$ cat src/rtl/sdc_pkg.sv
package sdc_pkg;

  // number of integrator and comb stages
  localparam int CIC_STAGES = 3;

  // width of a channel index, at least one bit
  function automatic int chan_bits(input int n);
    return (n > 1) ? $clog2(n) : 1;
  endfunction

endpackage

$ cat src/rtl/sdc_capture.sv
// Slot rotation, oversampling capture flops and feedback drive.
module sdc_capture
  import sdc_pkg::*;
#(
  parameter int NCH   = 4,
  parameter int LOG2R = 3,
  localparam int CHW  = chan_bits(NCH)
) (
  input  logic           clk,
  input  logic           rst,
  input  logic [NCH-1:0] cmp_in,
  output logic [NCH-1:0] fb_q,
  output logic           cap_vld,
  output logic           cap_bit,
  output logic           cap_dump,
  output logic [CHW-1:0] cap_ch
);

  logic [CHW-1:0]   slot;
  logic [LOG2R-1:0] phase;
  logic             last_slot;

  assign last_slot = (slot == CHW'(NCH - 1));

  always_ff @(posedge clk) begin
    if (rst) begin
      slot     <= '0;
      phase    <= '0;
      fb_q     <= '0;
      cap_vld  <= 1'b0;
      cap_bit  <= 1'b0;
      cap_dump <= 1'b0;
      cap_ch   <= '0;
    end else begin
      fb_q[slot] <= cmp_in[slot];
      cap_bit    <= cmp_in[slot];
      cap_ch     <= slot;
      cap_vld    <= 1'b1;
      cap_dump   <= &phase;
      if (last_slot) begin
        slot  <= '0;
        phase <= phase + 1'b1;
      end else begin
        slot <= slot + 1'b1;
      end
    end
  end


  slot_range_chk: assert property (@(posedge clk) disable iff (rst)
    int'(slot) < NCH);


  slot_step_chk: assert property (@(posedge clk) disable iff (rst)
    cap_vld && !(int'(cap_ch) == NCH - 1) |-> int'(slot) == int'(cap_ch) + 1);

endmodule

$ cat src/rtl/sdc_integ.sv
// Per-channel integrator cascade, time-shared over the channel slots.
module sdc_integ
  import sdc_pkg::*;
#(
  parameter int NCH   = 4,
  parameter int ACC_W = 11,
  localparam int CHW  = chan_bits(NCH)
) (
  input  logic                    clk,
  input  logic                    rst,
  input  logic                    in_vld,
  input  logic                    in_bit,
  input  logic                    in_dump,
  input  logic [CHW-1:0]          in_ch,
  output logic                    out_vld,
  output logic [CHW-1:0]          out_ch,
  output logic signed [ACC_W-1:0] out_acc
);

  logic signed [ACC_W-1:0] step;

  // a captured 1 adds one, a captured 0 subtracts one
  assign step = in_bit ? ACC_W'(1) : '1;

  for (genvar g = 0; g < CIC_STAGES; g++) begin : g_stage
    logic signed [ACC_W-1:0] mem [NCH];
    logic signed [ACC_W-1:0] feed;
    logic signed [ACC_W-1:0] nxt;

    if (g == 0) begin : g_head
      assign feed = step;
    end else begin : g_tail
      assign feed = g_stage[g-1].nxt;
    end

    // wraparound is intended; the comb removes it
    assign nxt = mem[in_ch] + feed;

    always_ff @(posedge clk) begin
      if (rst) begin
        for (int c = 0; c < NCH; c++) mem[c] <= '0;
      end else if (in_vld) begin
        mem[in_ch] <= nxt;
      end
    end
  end

  always_ff @(posedge clk) begin
    if (rst) begin
      out_vld <= 1'b0;
      out_ch  <= '0;
      out_acc <= '0;
    end else begin
      out_vld <= in_vld & in_dump;
      out_ch  <= in_ch;
      out_acc <= g_stage[CIC_STAGES-1].nxt;
    end
  end


  dump_needs_input_chk: assert property (@(posedge clk) disable iff (rst)
    out_vld |-> $past(in_vld));

endmodule

$ cat src/rtl/sdc_comb.sv
// Per-channel comb cascade at the decimated rate, with output registers.
module sdc_comb
  import sdc_pkg::*;
#(
  parameter int NCH   = 4,
  parameter int ACC_W = 11,
  localparam int CHW  = chan_bits(NCH)
) (
  input  logic                    clk,
  input  logic                    rst,
  input  logic                    in_vld,
  input  logic [CHW-1:0]          in_ch,
  input  logic signed [ACC_W-1:0] in_acc,
  output logic                    out_vld,
  output logic [CHW-1:0]          out_ch,
  output logic signed [ACC_W-1:0] out_data
);

  for (genvar g = 0; g < CIC_STAGES; g++) begin : g_stage
    logic signed [ACC_W-1:0] mem [NCH];
    logic signed [ACC_W-1:0] src;
    logic signed [ACC_W-1:0] diff;

    if (g == 0) begin : g_head
      assign src = in_acc;
    end else begin : g_tail
      assign src = g_stage[g-1].diff;
    end

    assign diff = src - mem[in_ch];

    always_ff @(posedge clk) begin
      if (rst) begin
        for (int c = 0; c < NCH; c++) mem[c] <= '0;
      end else if (in_vld) begin
        mem[in_ch] <= src;
      end
    end
  end

  always_ff @(posedge clk) begin
    if (rst) begin
      out_vld  <= 1'b0;
      out_ch   <= '0;
      out_data <= '0;
    end else begin
      out_vld <= in_vld;
      if (in_vld) begin
        out_ch   <= in_ch;
        out_data <= g_stage[CIC_STAGES-1].diff;
      end
    end
  end


  valid_seq_chk: assert property (@(posedge clk) disable iff (rst)
    out_vld && (int'(out_ch) != NCH - 1) |=>
      out_vld && (int'(out_ch) == int'($past(out_ch)) + 1));


  valid_gap_chk: assert property (@(posedge clk) disable iff (rst)
    out_vld && (int'(out_ch) == NCH - 1) |=> !out_vld);

endmodule

$ cat src/rtl/sd_cic_adc.sv
// Top: capture and feedback, shared integrators, shared combs.
module sd_cic_adc
  import sdc_pkg::*;
#(
  parameter int NCH   = 4,
  parameter int LOG2R = 3,
  localparam int CHW  = chan_bits(NCH),
  localparam int ACC_W = 2 + CIC_STAGES * LOG2R
) (
  input  logic                    clk,
  input  logic                    rst,
  input  logic [NCH-1:0]          cmp_in,
  output logic [NCH-1:0]          fb_out,
  output logic                    smp_valid,
  output logic [CHW-1:0]          smp_chan,
  output logic signed [ACC_W-1:0] smp_data
);

  localparam int FULL = 1 << (CIC_STAGES * LOG2R);

  logic                    cap_vld;
  logic                    cap_bit;
  logic                    cap_dump;
  logic [CHW-1:0]          cap_ch;
  logic                    int_vld;
  logic [CHW-1:0]          int_ch;
  logic signed [ACC_W-1:0] int_acc;

  sdc_capture #(.NCH(NCH), .LOG2R(LOG2R)) u_capture (
    .clk      (clk),
    .rst      (rst),
    .cmp_in   (cmp_in),
    .fb_q     (fb_out),
    .cap_vld  (cap_vld),
    .cap_bit  (cap_bit),
    .cap_dump (cap_dump),
    .cap_ch   (cap_ch)
  );

  sdc_integ #(.NCH(NCH), .ACC_W(ACC_W)) u_integ (
    .clk     (clk),
    .rst     (rst),
    .in_vld  (cap_vld),
    .in_bit  (cap_bit),
    .in_dump (cap_dump),
    .in_ch   (cap_ch),
    .out_vld (int_vld),
    .out_ch  (int_ch),
    .out_acc (int_acc)
  );

  sdc_comb #(.NCH(NCH), .ACC_W(ACC_W)) u_comb (
    .clk      (clk),
    .rst      (rst),
    .in_vld   (int_vld),
    .in_ch    (int_ch),
    .in_acc   (int_acc),
    .out_vld  (smp_valid),
    .out_ch   (smp_chan),
    .out_data (smp_data)
  );


  full_scale_chk: assert property (@(posedge clk) disable iff (rst)
    smp_valid |-> (int'(smp_data) <= FULL) && (int'(smp_data) >= -FULL));


  chan_range_chk: assert property (@(posedge clk) disable iff (rst)
    smp_valid |-> int'(smp_chan) < NCH);


  fb_single_change_chk: assert property (@(posedge clk) disable iff (rst)
    $countones(fb_out ^ $past(fb_out)) <= 1);

endmodule

$ cat config.mk
export PLATFORM = sky130hd
export DESIGN_NAME = sd_cic_adc
export DESIGN_NICKNAME = d
export VERILOG_FILES = /design/src/rtl/sdc_pkg.sv /design/src/rtl/sdc_capture.sv /design/src/rtl/sdc_integ.sv /design/src/rtl/sdc_comb.sv /design/src/rtl/sd_cic_adc.sv
export SDC_FILE = /design/constraint.sdc
export NUM_CORES = 1
export LEC_CHECK = 0
export BUFFER_PORTS_ARGS = -buffer_cell sky130_fd_sc_hd__buf_2
export CAP_MARGIN = 40
export CORE_MARGIN = 2
export CORE_UTILIZATION = 40
export CTS_CLUSTER_SIZE = 16
export DETAILED_ROUTE_END_ITERATION = 16
export GPL_TIMING_DRIVEN = 0
export PLACE_DENSITY = 0.65
export SYNTH_ARGS = -nofsm -noshare
export SYNTH_HDL_FRONTEND = slang
export SYNTH_HIERARCHICAL = 1
export SYNTH_SLANG_ARGS = --single-unit
$ cat constraint.sdc
create_clock -name clk -period 6.3 [get_ports clk]
set_clock_uncertainty 0.1 [all_clocks]
set_input_delay 0.315 -clock clk [delete_from_list [all_inputs] [get_ports clk]]
set_output_delay 0.315 -clock clk [all_outputs]
set_load 0.02 [all_outputs]
==> results.toml, run 1 <==
[global_routing]
antenna_found_initial = 0
grt_max_degree = 26
grt_remaining_overflow = 0
grt_pass1_wl_mm = 54.45
grt_pass1_vias = 9776
track_usage = 0.1793

[timing]
slew_viol_final = 0
setup_viol = 0
worst_pin_slew_ps = 993.4
fmax_mhz = 166.3
max_slew_margin = 0.3363
period_share = 0.9545
setup_ws_ps = 286.5
layout_min_cycle_time_ps = 6013
final-hold-violation-count = 0
fin_hold_ws_ps = 45.58

[route]
postRouteAntennaNets = 0
totalWireLength_mm = 34.67
wl_per_cell_um = 19.08
firstDrtPassIters = 5
drcViolationCount = 0
drt_iter0_markers = 657
vias_per_cell = 5.254
num_vias = 9546

[clocking]
cts_sinks = 306
cts_tree = "built"
htreeDepth = 1
clkSlewWorstSetupHoldPaths_ps = 60
clk_latency_ps = 580
cts_buffers = 31
ctsLongestPathBuffers = 3
root_buffer = "clkbuf_16"

[synth]
synth_top_area_cell = "edfxtp_1"
avgSynthCellArea_um2 = 12.77
yosysMostFrequentCell = "edfxtp_1"
ys_async_sr_fraction = 0
seq_area_frac_synth = 0.5708
synth_area_um2 = 15360
synthTopCellsByCount = "edfxtp_1, nor2_1, inv_1, ha_1, mux4_2"
synth_seq_cells = 306
synthFlopType = "edfxtp_1"
synthDistinctLibCells = 69
synthCells = 1203
synth_fp_nets = 1279
yosysTopAreaCellShare = 0.5161
synth_edf_count = 264
yosys_warnings = 6
ys_top_cells_by_area = "edfxtp_1, mux4_2, nor2_1"

[layout]
design_area_um2 = 17820
diodes = 0
drive_gt1_frac = 0.1815
final_nets = 1357
syn_to_final_growth_pct = 15.99

[worst_setup_path]
crit_fanout = 15
r2r_cells = 24
crit_buf_inv = 6
worstPathCellList = "buf_6, buf_4, buf_6, mux4_2, inv_1, ha_1, a21oi_1, o21ai_1, o41ai_2, or2_4, inv_1, ha_1, or4_4, a41o_1, a21oi_2, xor2_4, inv_1, ha_1, and2_1, o21bai_1, nand2_1, a211oi_2, mux2i_1, o21ai_0"
cpMaxStageDelayCell = "or4_4"
critPathTopFamily = "compound AO/OA/AOI/OAI gates"
crit_required_ps = 6630
critPathLaunchType = "register"
slowest_delay_ps = 550
cp_num_cells = 24
cp_data_arrival_time_ps = 6350
worstSetupPathType = "register to register"
cp-end-kind = "register"

[pwr]
leakage_uw = 0.007066
power_uw = 9314
ir_worst_vdd_mv = 0.3374
powerDensity_nw_per_um2 = 522.8

[floorplan]
die_w_um = 200.0
die_h_um = 200.0
dieArea_um2 = 39990
initial_core_util = 0.4069
num_rows = 71
ios = 24
coreArea_um2 = 37760

[flow_run]
max_cap_viol_count = 0

[place]
dp_hpwl_mm = 23.89
place_congestion = 0.8009
dp_slack_ps = -1370
port_buffers = 23
dpl_cell_area_um2 = 16380

[hold_path]
hold_depth = 3
min_path_type = "primary input to register"

[status]
outcome = "finished, final reports clean"
-- area by class of cell --
type | count | area, um^2
fill | 3321 | 19940
sequential | 306 | 8770
multi-input combinational | 755 | 6381
clock buffer | 43 | 870.8
tap | 511 | 639.4
timing repair buffer | 48 | 439.2
inverter | 83 | 311.5
buffer | 56 | 277.8
clock inverter | 15 | 127.6
-- cell families (layout without fill, tap and decap cells) --
family          Yosys count  after routing  share of synthesized area
xor+xnor                 61             61                    0.03942
flops                   306            306                     0.5708
compound gates          109            109                    0.04838
fa+ha+maj                73             73                    0.06199
simple gates            421            421                     0.1306
mux                      91             91                     0.1128
buf+inv                 142            245                    0.03600
-- path summary, 6_finish.rpt --
check	endpoint	slack, ps	start
min reg2reg	u_integ/out_vld$_SDFF_PP0_	360	u_capture/cap_dump$_SDFF_PP0_
min	u_capture/cap_bit$_SDFF_PP0_	50	cmp_in[0]
max reg2reg	u_comb/out_data[10]$_SDFFE_PP0P_	290	u_integ/out_ch[0]$_SDFF_PP0_
max	u_comb/out_data[10]$_SDFFE_PP0P_	290	u_integ/out_ch[0]$_SDFF_PP0_
-- metrics by stage --
step                cells  utilization  TNS (ps)
CTS                  1812       0.4648         0
finish               1817       0.4719         0
global placement     1737       0.4269    -18200
global route         1817       0.4719    -1.507
detailed placement   1752       0.4338    -18340
floorplan            1203            -         0
-- layer usage --
metal / global-route usage / vias up / part of all wire
li1: - / 4480 / -
met1: 0.2310 / 4758 / 0.43
met2: 0.3125 / 250 / 0.50
met3: 0.02655 / 58 / 0.048
met4: 0.05624 / 0 / 0.025
met5: 0 / - / 0
-- power breakdown --
part	switching, uW	internal [uW]	total (uW)
Sequential	87.2	2450	2540
Clock	770	1040	1810
Combinational	2910	2050	4960
-- layout by cell type, fill, tap and decap left out, drive strengths merged, types with 3 or more instances in the layout --
cell type / n
xnor2: 40
nand2: 30
nor3: 21
clkbuf: 83
nand3: 11
nor3b: 10
mux4: 64
ha: 64
maj3: 3
a21o: 15
nor2: 226
fa: 6
xnor3: 3
o21bai: 9
and3: 21
and2: 46
o21ai: 19
nand2b: 19
or2: 8
clkinv: 12
mux2: 5
inv: 84
a211oi: 4
mux2i: 22
dfxtp: 42
a31oi: 3
xor2: 17
a21boi: 3
nand3b: 4
a21oi: 34
or3: 4
nor2b: 14
edfxtp: 264
buf: 63
-- sequential cells by signal, summed over array words and instances (netlist names), 3 cells and up --
signal,flops
u_capture/fb_q,4
u_capture/phase,3
u_integ/g_stage.mem,132
u_integ/out_acc,11
u_comb/g_stage.mem,132
u_comb/out_data,11
-- tightest hold or removal path, stage by stage --
cell	delay, ps
buf_2	70
mux2_1	130
a22o_4	150
-- timing repair --
item | 4_1_cts | 5_1_grt
resized for setup | 37 | 35
setup endpoints to repair | 48 | 15
buffers inserted | 2 | 7
pin swaps | 3 | 8
endpoints found under the hold margin | 1 | 0
hold buffers | 1 | 0
No activity file was read; power rests on OpenSTA's default activity.
==> run 2, diff against run 1 <==
--- a/config.mk
+++ b/config.mk
@@ -7,12 +7,14 @@
 export LEC_CHECK = 0
 export BUFFER_PORTS_ARGS = -buffer_cell sky130_fd_sc_hd__buf_2
 export CAP_MARGIN = 40
+export CELL_PAD_IN_SITES_DETAIL_PLACEMENT = 1
+export CELL_PAD_IN_SITES_GLOBAL_PLACEMENT = 2
 export CORE_MARGIN = 2
 export CORE_UTILIZATION = 40
 export CTS_CLUSTER_SIZE = 16
 export DETAILED_ROUTE_END_ITERATION = 16
 export GPL_TIMING_DRIVEN = 0
-export PLACE_DENSITY = 0.65
+export PLACE_DENSITY = 0.83
 export SYNTH_ARGS = -nofsm -noshare
 export SYNTH_HDL_FRONTEND = slang
 export SYNTH_HIERARCHICAL = 1
==> run 2 against run 1 <==
Against the previous run: cell count grew 1.0%; combinational power grew 5.4%; critical endpoint is now u_integ/g_stage[2].mem[0][10]$_SDFFCE_PN0P_; worst setup slack gained 7.1 ps; core utilization grew 0.89 points.
==> results.toml, run 2 (same netlist as run 1, synthesis figures left out) <==
[status]
outcome = "finished, final reports clean"

[floorplan]
die_h_um = 200.0
ios = 24
num_rows = 71
dieArea_um2 = 39990
die_w_um = 200.0
initial_core_util = 0.4069
coreArea_um2 = 37760

[worst_setup_path]
r2r_slack_ps = 290
worstSetupPathType = "register to register"
critPathLaunchType = "register"
cp-startpoint = "u_capture/cap_ch[0]$_SDFF_PP0_"
r2r_cells = 20
cp_data_arrival_time_ps = 6270
cp-end-kind = "register"
crit_required_ps = 6560
crit_fanout = 10
reg2reg_from = "u_capture/cap_ch[0]$_SDFF_PP0_"
r2r_end = "u_integ/g_stage[2].mem[0][10]$_SDFFCE_PN0P_"

[layout]
largestRegisters = "u_comb/g_stage.mem (132), u_integ/g_stage.mem (132)"
syn_to_final_growth_pct = 18.18
layout_commonest_cell = "edfxtp_1"
drive_gt1_frac = 0.1940
layout_common_cells = "edfxtp_1, nor2_1, inv_1"
fin_util = 0.4808
final_nets = 1373
diodes = 0

[clocking]
cts_sinks = 306
root_buffer = "clkbuf_16"
ctsLongestPathBuffers = 3
clkSlewWorstSetupHoldPaths_ps = 60
cts_tree = "built"
clk_latency_ps = 530
cts_buffers = 36
htreeDepth = 2

[global_routing]
grt_remaining_overflow = 0
grt_max_degree = 25
antenna_found_initial = 0
grt_pass1_wl_mm = 62.26
grt_pass1_vias = 10760
track_usage = 0.2087

[timing]
setup_viol = 0
slew_viol_final = 0
setup_ws_ps = 293.6
fmax_mhz = 166.5
layout_min_cycle_time_ps = 6006
period_share = 0.9534
final-hold-violation-count = 0
finalSetupTns_ps = 0
worst_pin_slew_ps = 846.4
max_slew_margin = 0.4358

[route]
firstDrtPassIters = 5
wl_per_cell_um = 21.75
vias_per_cell = 5.334
postRouteAntennaNets = 0
num_vias = 9794
drt_iter0_markers = 549
drcViolationCount = 0
totalWireLength_mm = 39.94

[place]
port_buffers = 23
dp_slack_ps = -1506
place_congestion = 0.8157
dp_hpwl_mm = 27.42

[hold_path]
hold_end = "u_capture/cap_bit$_SDFF_PP0_"
hold_depth = 3
min_path_type = "primary input to register"
worstHoldStart = "cmp_in[0]"

[pwr]
leakage_uw = 0.007194
powerDensity_nw_per_um2 = 544.6
ir_worst_vdd_mv = 0.3084

[flow_run]
max_cap_viol_count = 0
==> run 2: cell count changes in the layout (fill, tap and decap cells not counted), sizes merged <==
cell and delta:
clkbuf +12, buf +11, clkinv -5, bufinv +1
==> run 2: cell type report <==
| type | instances | area, um^2 |
|---|---|---|
| Clock inverter | 11 | 142.6 |
| Inverter | 83 | 311.5 |
| Multi-Input combinational cell | 755 | 6392 |
| Timing Repair Buffer | 60 | 545.5 |
| Fill cell | 3886 | 19600 |
| Sequential cell | 306 | 8772 |
| Clock buffer | 55 | 1046 |
| Tap cell | 511 | 639.4 |
| Buffer | 55 | 304.0 |
==> run 2: critical path, cell delays in order, from the launching register on <==
cell	delay [ps]
dfxtp_1	330
buf_6	160
buf_8	190
buf_12	180
mux4_2	600
fa_1	730
ha_1	310
a21o_1	200
a21oi_2	200
nor2b_1	70
a221o_1	390
a21o_1	210
a21oi_2	190
xnor2_2	190
inv_1	110
ha_1	360
a21o_1	210
a31oi_4	220
and4b_1	270
o31a_1	370
nor3_1	210
==> run 2: where the power goes <==
group / switching, uW / internal [uW] / leakage [uW]
Combinational: 3060 / 2170 / 0.00354
Sequential: 95.9 / 2450 / 0.00308
Clock: 836 / 1270 / 0.000576
==> run 2: worst max path at each step <==
stage | endpoint | slack, ps | depth (start not counted)
4_1_cts | u_integ/g_stage[2].mem[3][10]$_DFFE_PP_ | 20 | 21
5_1_grt | u_integ/g_stage[2].mem[0][10]$_SDFFCE_PN0P_ | -1 | 23
2_1_floorplan | u_comb/out_data[10]$_SDFFE_PP0P_ | 180 | 26
3_5_place_dp | u_comb/out_data[10]$_SDFFE_PP0P_ | -1510 | 28
6_report | u_integ/g_stage[2].mem[0][10]$_SDFFCE_PN0P_ | 290 | 20
3_3_place_gp | u_comb/out_data[10]$_SDFFE_PP0P_ | -1780 | 27
==> run 2: through the flow <==
step           power, uW  cells  hold slack [ps]  cell area (um^2)
2_1_floorplan       5885   1203            305.7             15360
5_1_grt            10530   1836            76.05             18150
4_1_cts             9543   1821            60.04             17870
6_report            9887   1836            70.48             18150
3_3_place_gp        6897   1737            310.6             16120
3_5_place_dp        7033   1753            315.3             16400
==> run 2: layer usage <==
layer  wire length, um  GRT usage
met1             16640     0.2591
met2             20910     0.3826
met3              1515    0.02520
met4               875    0.05926
met5                 0          0
==> run 2: timing repair <==
item	in CTS	in global routing
resized for setup	50	37
hold buffers	1	0
buffers inserted	4	15
endpoints found under the hold margin	1	0
endpoints found under the setup margin	48	11
pin swaps	5	12
